[src/rtl/rtc_pkg.sv]
package rtc_pkg;

    localparam int FIELD_CNT = 7;
    localparam int ADDR_W    = 3;

    typedef struct packed {
        logic [6:0] sec;
        logic [6:0] min;
        logic [4:0] hr;
        logic [2:0] dow;
        logic [4:0] date;
        logic [3:0] mon;
        logic [6:0] yr;
    } time_t;

    typedef struct packed {
        logic dst_en;
        logic h24;
        logic bin;
        logic freeze;
    } ctrl_t;

    function automatic logic [7:0] bin2bcd(input logic [6:0] v);
        logic [3:0] tens;
        logic [3:0] ones;
        tens = 4'(v / 7'd10);
        ones = 4'(v % 7'd10);
        return {tens, ones};
    endfunction

    function automatic logic [6:0] bcd2bin(input logic [7:0] b);
        return 7'({3'b000, b[7:4]} * 7'd10 + {3'b000, b[3:0]});
    endfunction

    function automatic logic [4:0] month_days(input logic [3:0] m, input logic [6:0] y);
        case (m)
            4'd2:                      return (y[1:0] == 2'b00) ? 5'd29 : 5'd28;
            4'd4, 4'd6, 4'd9, 4'd11:   return 5'd30;
            default:                   return 5'd31;
        endcase
    endfunction

    function automatic logic [6:0] field_val(input time_t t, input logic [2:0] f);
        case (f)
            3'd0:    return t.sec;
            3'd1:    return t.min;
            3'd2:    return {2'b00, t.hr};
            3'd3:    return {4'b0000, t.dow};
            3'd4:    return {2'b00, t.date};
            3'd5:    return {3'b000, t.mon};
            default: return t.yr;
        endcase
    endfunction

endpackage

[src/rtl/rtc_view_enc.sv]
module rtc_view_enc
    import rtc_pkg::*;
#(
    parameter bit IS_HOUR = 1'b0
) (
    input  logic [6:0] v,
    input  logic       bin_mode,
    input  logic       h24,
    output logic [7:0] q
);
    logic       hour12;
    logic       pm;
    logic [6:0] h12;

    always_comb begin
        hour12 = IS_HOUR && !h24;
        pm     = (v >= 7'd12);
        h12    = pm ? v - 7'd12 : v;
        if (h12 == 7'd0) h12 = 7'd12;
        if (hour12)
            q = {pm, bin_mode ? h12 : bin2bcd(h12)[6:0]};
        else
            q = bin_mode ? {1'b0, v} : bin2bcd(v);
    end
endmodule

[src/rtl/rtc_write_dec.sv]
module rtc_write_dec
    import rtc_pkg::*;
(
    input  logic [7:0] d,
    input  logic       bin_mode,
    input  logic       h24,
    input  logic       is_hour,
    output logic [6:0] v
);
    logic [6:0] raw;
    logic [6:0] base;

    always_comb begin
        if (is_hour && !h24) begin
            raw  = bin_mode ? d[6:0] : bcd2bin({1'b0, d[6:0]});
            base = (raw == 7'd12) ? 7'd0 : raw;
            v    = base + (d[7] ? 7'd12 : 7'd0);
        end else begin
            raw  = bin_mode ? d[6:0] : bcd2bin(d);
            base = raw;
            v    = raw;
        end
    end
endmodule

[src/rtl/rtc_next_second.sv]
module rtc_next_second
    import rtc_pkg::*;
#(
    parameter int SPRING_MONTH = 4,
    parameter int FALL_MONTH   = 10,
    parameter int DST_HOUR     = 1,
    parameter int YEAR_LAST    = 99
) (
    input  time_t cur,
    input  logic  spr_arm,
    input  logic  fal_arm,
    input  logic  dst_en,
    output time_t nxt,
    output logic  spr_next,
    output logic  fal_next
);
    localparam logic [4:0] JUMP_HR  = 5'(DST_HOUR);
    localparam logic [4:0] SPRING_TO = 5'(DST_HOUR + 2);

    logic       at_jump;
    logic       new_day;
    logic [4:0] md_nxt;

    always_comb begin
        nxt      = cur;
        spr_next = spr_arm;
        fal_next = fal_arm;
        new_day  = 1'b0;
        at_jump  = dst_en && cur.hr == JUMP_HR && cur.min == 7'd59 && cur.sec == 7'd59;

        if (at_jump && spr_arm) begin
            nxt.hr = SPRING_TO; nxt.min = '0; nxt.sec = '0;
            spr_next = 1'b0;
        end else if (at_jump && fal_arm) begin
            nxt.hr = JUMP_HR; nxt.min = '0; nxt.sec = '0;
            fal_next = 1'b0;
        end else if (cur.sec < 7'd59) begin
            nxt.sec = cur.sec + 7'd1;
        end else begin
            nxt.sec = '0;
            if (cur.min < 7'd59) begin
                nxt.min = cur.min + 7'd1;
            end else begin
                nxt.min = '0;
                if (cur.hr < 5'd23) begin
                    nxt.hr = cur.hr + 5'd1;
                end else begin
                    nxt.hr  = '0;
                    new_day = 1'b1;
                end
            end
        end

        if (new_day) begin
            nxt.dow = (cur.dow >= 3'd7) ? 3'd1 : cur.dow + 3'd1;
            if (cur.date >= month_days(cur.mon, cur.yr)) begin
                nxt.date = 5'd1;
                if (cur.mon >= 4'd12) begin
                    nxt.mon = 4'd1;
                    nxt.yr  = (cur.yr >= 7'(YEAR_LAST)) ? 7'd0 : cur.yr + 7'd1;
                end else begin
                    nxt.mon = cur.mon + 4'd1;
                end
            end else begin
                nxt.date = cur.date + 5'd1;
            end
        end

        md_nxt = month_days(nxt.mon, nxt.yr);
        if (new_day) begin
            spr_next = dst_en && nxt.mon == 4'(SPRING_MONTH) && nxt.dow == 3'd1
                       && nxt.date <= 5'd7;
            fal_next = dst_en && nxt.mon == 4'(FALL_MONTH) && nxt.dow == 3'd1
                       && ({1'b0, nxt.date} + 6'd7 > {1'b0, md_nxt});
        end
    end
endmodule

[src/rtl/rtc_calendar_core.sv]
module rtc_calendar_core
    import rtc_pkg::*;
#(
    parameter int SPRING_MONTH = 4,
    parameter int FALL_MONTH   = 10,
    parameter int DST_HOUR     = 1,
    parameter int YEAR_LAST    = 99
) (
    input  logic       clk,
    input  logic       rst_n,
    input  logic       tick,
    input  logic [2:0] addr,
    input  logic       wr_en,
    input  logic [7:0] wr_data,
    output logic [7:0] rd_data,
    output logic       upd_done
);
    localparam logic [ADDR_W-1:0] CTRL_ADDR = ADDR_W'(FIELD_CNT);

    typedef struct packed {
        time_t      tm;
        logic       spr;
        logic       fal;
        logic       strobe;
        logic [7:0] rdata;
    } state_t;

    localparam state_t ST_RST = '{
        tm: '{sec: 7'd0, min: 7'd0, hr: 5'd0, dow: 3'd1, date: 5'd1, mon: 4'd1, yr: 7'd0},
        spr: 1'b0, fal: 1'b0, strobe: 1'b0, rdata: 8'd0};

    state_t st_d, st_q;
    ctrl_t  ctl_d, ctl_q;

    time_t      tm_adv;
    logic       spr_adv, fal_adv;
    logic [6:0] wval;
    logic [7:0] view [FIELD_CNT+1];

    rtc_next_second #(
        .SPRING_MONTH(SPRING_MONTH), .FALL_MONTH(FALL_MONTH),
        .DST_HOUR(DST_HOUR), .YEAR_LAST(YEAR_LAST)
    ) u_adv (
        .cur(st_q.tm), .spr_arm(st_q.spr), .fal_arm(st_q.fal), .dst_en(ctl_q.dst_en),
        .nxt(tm_adv), .spr_next(spr_adv), .fal_next(fal_adv)
    );

    rtc_write_dec u_wdec (
        .d(wr_data), .bin_mode(ctl_q.bin), .h24(ctl_q.h24),
        .is_hour(addr == 3'd2), .v(wval)
    );

    for (genvar f = 0; f < FIELD_CNT; f++) begin : g_view
        rtc_view_enc #(.IS_HOUR(f == 2)) u_enc (
            .v(field_val(st_q.tm, 3'(f))), .bin_mode(ctl_q.bin), .h24(ctl_q.h24),
            .q(view[f])
        );
    end
    assign view[FIELD_CNT] = {4'b0000, ctl_q};

    always_comb begin
        st_d        = st_q;
        ctl_d       = ctl_q;
        st_d.strobe = 1'b0;
        st_d.rdata  = view[addr];
        if (wr_en) begin
            case (addr)
                3'd0: st_d.tm.sec  = wval;
                3'd1: st_d.tm.min  = wval;
                3'd2: st_d.tm.hr   = 5'(wval);
                3'd3: st_d.tm.dow  = 3'(wval);
                3'd4: st_d.tm.date = 5'(wval);
                3'd5: st_d.tm.mon  = 4'(wval);
                3'd6: st_d.tm.yr   = wval;
                default: ctl_d     = ctrl_t'(wr_data[3:0]);
            endcase
        end else if (tick && !ctl_q.freeze) begin
            st_d.tm     = tm_adv;
            st_d.spr    = spr_adv;
            st_d.fal    = fal_adv;
            st_d.strobe = 1'b1;
        end
    end

    always_ff @(posedge clk or negedge rst_n) begin
        if (!rst_n) st_q <= ST_RST;
        else        st_q <= st_d;
    end

    always_ff @(posedge clk) begin
        ctl_q <= ctl_d;
    end

    assign rd_data  = st_q.rdata;
    assign upd_done = st_q.strobe;

    logic unused_ok;
    assign unused_ok = &{1'b0, CTRL_ADDR};
endmodule

[config.mk]
export PLATFORM = sky130hd
export DESIGN_NAME = rtc_calendar_core
export DESIGN_NICKNAME = d
export VERILOG_FILES = /design/src/rtl/rtc_pkg.sv /design/src/rtl/rtc_view_enc.sv /design/src/rtl/rtc_write_dec.sv /design/src/rtl/rtc_next_second.sv /design/src/rtl/rtc_calendar_core.sv
export SDC_FILE = /design/constraint.sdc
export NUM_CORES = 1
export LEC_CHECK = 0
export BUFFER_PORTS_ARGS = -buffer_cell sky130_fd_sc_hd__buf_2
export CORE_ASPECT_RATIO = 0.7
export CORE_UTILIZATION = 58
export DETAILED_ROUTE_END_ITERATION = 16
export GPL_TIMING_DRIVEN = 0
export PLACE_DENSITY = 0.77
export SLEW_MARGIN = 0
export SYNTH_ARGS = -nofsm -noshare
export SYNTH_HDL_FRONTEND = slang
export SYNTH_SLANG_ARGS = --single-unit
[constraint.sdc]
create_clock -name clk -period 3.8 [get_ports clk]
set_clock_uncertainty 0.1 [all_clocks]
set_input_delay 0.76 -clock clk [delete_from_list [all_inputs] [get_ports clk]]
set_output_delay 0.76 -clock clk [all_outputs]
set_load 0.005 [all_outputs]
# After elaboration in Yosys (flattened, before gate mapping)
# Cells that the tools add are included.
# totals
in_bits,15
reg_bits,53
# op_classes
magnitude_cmp,11
eq_ne,32
mux,58
multipliers,2
div,16
bitwise,3
add_sub_neg,12
n_reduce_logical,39
# op_table
op,count
2-to-1 mux 7 bit,14
2-to-1 mux 8 bit,10
2-to-1 mux 19 bit,3
2-to-1 mux 41 bit,1
2-to-1 mux 38 bit,1
2-to-1 mux 5 bit,6
divider 7 x 4 -> 7 bit (second input constant),4
modulo 7 x 4 -> 7 bit (second input constant),4
binary-select mux 8 bit (select 3 bit),1
adder 7 x 1 -> 7 bit (second input constant),3
equality test 4 bit (second input constant),5
one-hot mux 5 bit (2 select lines),2
equality test 4 x 3 -> 1 bit (second input constant),4
inequality test 2 x 1 -> 1 bit (second input constant),8
adder 7 x 4 -> 7 bit,2
divider 5 x 4 -> 7 bit (second input constant),2
equality test 7 x 6 -> 1 bit (second input constant),2
< comparator 7 x 6 -> 1 bit (second input constant),2
modulo 5 x 4 -> 7 bit (second input constant),2
logical AND 1 bit,13
2-to-1 mux 1 bit,13
2-to-1 mux 12 bit,1
2-to-1 mux 4 bit,3
AND reduction 2 bit,6
41 further kinds,61

# Logic depth before layout (Yosys ltp)
# depth
word_depth,19
depth_mapped,22

# Hierarchy
# Synthesis repeated with hierarchy kept, for this count alone.
# hier_totals
hier_cells,1296
hier_area_um2,9770.6
# modules_own_cells
module,area_each_um2,cells_per_inst,n_inst,seq_area_each_um2
rtc_view_enc (g_view[0].u_enc ...),579.3,89,6,0.0
rtc_calendar_core,2778.9,236,1,1350.0
rtc_next_second,1498.9,241,1,0.0
rtc_view_enc (g_view[2].u_enc),1376.3,203,1,0.0
rtc_write_dec,640.6,82,1,0.0

# Worst setup path before layout
# No wires, ideal clock.
# synth_path
path_kind,input to register
from,input wr_data[4]
to,register st_q[15] (netlist name)
arrival_time_ns,4.012
cell_stages,17
path_buffers,0
setup_slack_ns,-0.433
cell_sequence,ha_1 ha_1 nor2b_1 o21ai_0 xnor2_1 nor2_1 a21oi_1 or4_1 a2111oi_0 nor2_1 ha_1 inv_1 fa_1 xnor2_1 o211ai_1 o21ai_0 a22o_1
# synth_via
elab_chain_len,9
word_cells_on_any_way,12
# synth_lines
element,line,text
from (decl),rtc_calendar_core.sv:14,"input logic [7:0] wr_data,"
multiplier 3 x 3 -> 6 bit,rtc_pkg.sv:32,"return 7'({3'b000, b[7:4]} * 7'd10 + {3'b000, b[3:0]});"
adder 7 x 4 -> 7 bit,rtc_pkg.sv:32,
2-to-1 mux 7 bit,rtc_write_dec.sv:15,"raw = bin_mode ? d[6:0] : bcd2bin({1'b0, d[6:0]});"
equality test 7 x 4 -> 1 bit,rtc_write_dec.sv:16,base = (raw == 7'd12) ? 7'd0 : raw;
2-to-1 mux 7 bit,rtc_write_dec.sv:16,
adder 7 bit,rtc_write_dec.sv:17,v = base + (d[7] ? 7'd12 : 7'd0);
2-to-1 mux 7 bit *,rtc_write_dec.sv:14,if (is_hour && !h24) begin
2-to-1 mux 7 bit *,rtc_calendar_core.sv:67,case (addr)
2-to-1 mux 38 bit *,rtc_calendar_core.sv:66,if (wr_en) begin
to (signal assigned),rtc_calendar_core.sv:87,else st_q <= st_d;
to (decl),rtc_calendar_core.sv:32,"state_t st_d, st_q;"
# Mark *: on every way between the ends. The rest lies on a longest branch, timed or not. The select of a mux whose other input is x is not followed.
# A chain may end at the register's enable or synchronous reset.

# Worst setup path after layout
# Ends and elaborated chain as after synthesis.

==> impl_metrics.tcl <==
set metrics [dict create \
    via_count 8123 \
    hp-class "reg -> reg" \
    yosys.area_share.simple 0.232 \
    ioPinCount 24 \
    yosysWarnings 0 \
    grt_overflow 0 \
    violations "negative setup slack" \
    cts.path.max_buffers 2 \
    area.growth.synth_to_final_pct 21.4 \
    ys_ff_latch 53 \
    cp_slowest_stage_delay_ns 0.47 \
    yosysTopAreaCellShare 0.169 \
    clk_latency_ns 0.31 \
    synth_xor_xnor_area_share 0.0270 \
    grt_setup_unrepaired "true" \
    syn_avg_cell_area_sq_um 7.58 \
    track_usage 0.399 \
    antenna_found_initial 0 \
    dp_cells 1076 \
    critPathSlowestCell "o21ai_1" \
    critPathKind "in -> reg" \
    die_x_um 132 \
    max-vdd-ir-drop_mv 0.392 \
    clk_pin_slew_worst_paths_ns 0.08 \
    instances_no_fill 1133 \
    synth_cell_types 90 \
    fin_crit_ns 4.03 \
    grt_max_degree 50 \
    critical_path.endpoint_type "flop" \
    synthesis.nets 977 \
    synth_seq_area_share 0.198 \
    ys_top_cells_by_area "dfrtp_1 17%, ha_1 11%, o21ai_0 5.9%, a21oi_1 4.8%, nand2_1 4.5%" \
    drt-pass1-iter-count 7 \
    grt_pass1_vias 7371 \
    htree_levels 2 \
    layout_common_cells "78 x nand2_1, 68 x o21ai_0, 58 x a21oi_1, 51 x nor2_1, 49 x buf_4" \
    mostFrequentLayoutCell "nand2_1" \
    finalWirelength_um 25800 \
    drt_iter0_drc 1338 \
    port_buffers 23 \
    synth_compound_area_frac 0.322 \
    drcViolationCount 0 \
    via_per_inst 7.17 \
    syn_inst 900 \
    netlist_area_sq_um 6820 \
    hold_ws_ns 0.521 \
    crit_fanout 5 \
    async_flop_share 0.925 \
    cap_viol_max_count 0 \
    synth_top_family_by_area "compound AO/OA/AOI/OAI gates" \
    start_util 0.608 \
    fmax_mhz 248 \
    wl_per_cell_um 22.7 \
    dp_slack_ns -0.942 \
    slew_headroom 0.158 \
    met1Wirelength_um 10400 \
    finalCritPeriodShare 1.06 \
    required_ns 3.90 \
    tightest_slew_ns 1.26 \
    cts.sinks 53 \
    setup_viol 15 \
    clockRootBuffer "clkbuf_16" \
    hold_viol 0 \
    fin_nets 1056 \
    worstPathArrival_ns 4.13 \
    drive_gt1_frac 0.233 \
    yosysTopAreaCell "dfrtp_1" \
    dp_hpwl_um 17200 \
    fp.dieArea_sq_um 12200 \
    n_fill_cell 828 \
    ant_nets 0 \
    synth.area.mux_share 0.0356 \
    core_sq_um 11200 \
    cp_common_cell "buf_4" \
    cp-start-kind "primary input" \
    grt_first_pass_wirelength_um 38800 \
    cts_tree "yes" \
    wl_met2_um 11000 \
    synthAdderAreaFrac 0.119 \
    status "complete, but fails checks" \
    routed.top_layer "met4" \
    gp_congestion 0.973 \
    num_rows 32 \
    p_per_area_nw_per_um2 502 \
    finalMaxSlewViolations 0 \
    numCtsBuffers 5 \
    cp_cell_sequence "buf_8 > ha_4 > ha_4 > buf_4 > a21o_1 > xnor2_1 > o21ai_1 > a2111oi_4 > buf_4 > or2_2 > fa_2 > xnor2_2 > o211ai_1 > buf_4 > o21ai_2 > a22o_1" \
    power_mw 4.16 \
    die_y_um 92.7 \
    synth-edff-count 4 \
    wl_met3_um 3300 \
    tns_ns -2.66 \
    synth_ff_type "dfrtp_1" \
    final.setup.worst_slack_ns -0.229 \
    diodes 0 \
    leakage_nw 3.31 \
]
==> power breakdown <==
part | switching (mW) | internal (mW) | total (mW)
registers | 0.166 | 0.694 | 0.861
clock network | 0.261 | 0.251 | 0.512
logic | 1.64 | 1.15 | 2.78
total | 2.06 | 2.09 | 4.16
==> cells in the mapped netlist, types with 5 or more instances <==
cell,n
nand2_1,81
o21ai_0,80
a21oi_1,65
ha_1,59
nor2_1,55
clkbuf_1,53
inv_1,50
dfrtp_1,46
nand3_1,29
o211ai_1,21
nand2b_1,20
nor2b_1,18
a31oi_1,17
nor3_1,17
xnor2_1,17
o221ai_1,14
mux2i_1,13
a21o_1,12
nand3b_1,12
o31ai_1,11
a211oi_1,10
and3_1,10
or2_2,10
o31a_1,8
or4_1,7
a221oi_1,6
mux2_2,6
o2111ai_1,6
and2_1,5
buf_2,5
nand4b_1,5
o21a_1,5
==> critical path: cells and delay by family <==
family                   cells  cell delay, ns
XOR/XNOR                     2            0.30
adder cells (fa/ha/maj)      3            0.83
AND/OR/NAND/NOR              1            0.28
buffers and inverters        4            0.65
AO/OA/AOI/OAI                6            1.31
==> layout make-up <==
| class | instances | area [sq um] | area share |
|---|---|---|---|
| buffer | 61 | 265 | 0.0321 |
| clock inverter | 3 | 26.3 | 0.00318 |
| clock buffer | 5 | 125 | 0.0151 |
| sequential | 53 | 1360 | 0.164 |
| multi-input combinational | 731 | 5540 | 0.669 |
| timing repair buffer | 75 | 561 | 0.0677 |
| inverter | 52 | 209 | 0.0252 |
| tap | 153 | 191 | 0.0231 |
==> stage by stage <==
stage,instance area [sq um],utilization
CTS,7770,0.693
finish,8280,0.738
global route,8280,0.738
detailed placement,7210,0.643
global placement,7210,0.643
floorplan,6900,-
==> worst paths after layout <==
kind	from	to	slack (ns)	cells after the start
worst max-delay path	wr_data[4]	st_q[15]$_DFFE_PN0P_	-0.23	16
worst max register to register	st_q[19]$_DFFE_PN0P_	st_q[9]$_DFFE_PN0P_	-0.22	18
worst min register to register	st_q[29]$_DFFE_PN0P_	st_q[29]$_DFFE_PN0P_	0.52	2
min in group asynchronous	rst_n	st_q[33]$_DFFE_PN0P_	0.62	1
worst min-delay path	st_q[29]$_DFFE_PN0P_	st_q[29]$_DFFE_PN0P_	0.52	2
max in group asynchronous	rst_n	st_q[11]$_DFFE_PN0P_	2.12	1
==> state kept, by name, summed over array words and instances (netlist names) <==
register / cells
st_q: 40
upd_done: 1
ctl_q: 4
rd_data: 8
==> per-layer routing <==
layer,global-route usage,up-vias
met3,0.0909,133
met5,0,-
met4,0.145,0
met1,0.546,3799
li1,-,3522
met2,0.614,669
==> cell families (layout without fill, tap and decap cells) <==
| group | Yosys count | after routing |
|---|---|---|
| AO/OA/AOI/OAI | 325 | 325 |
| AND/OR/NAND/NOR | 301 | 301 |
| buffers and inverters | 116 | 196 |
| adder cells (fa/ha/maj) | 63 | 63 |
| flip-flops | 53 | 53 |
| XOR/XNOR | 21 | 21 |
| multiplexers | 21 | 21 |
==> what timing repair did <==
item                                   CTS  global route
setup endpoints to repair               27            26
endpoints found under the hold margin    0             0
hold buffers                             0             0
gates resized for setup                 58            88
setup buffers                           30            23
pin swaps                               25            34
Power figures use the tool's default switching activity.
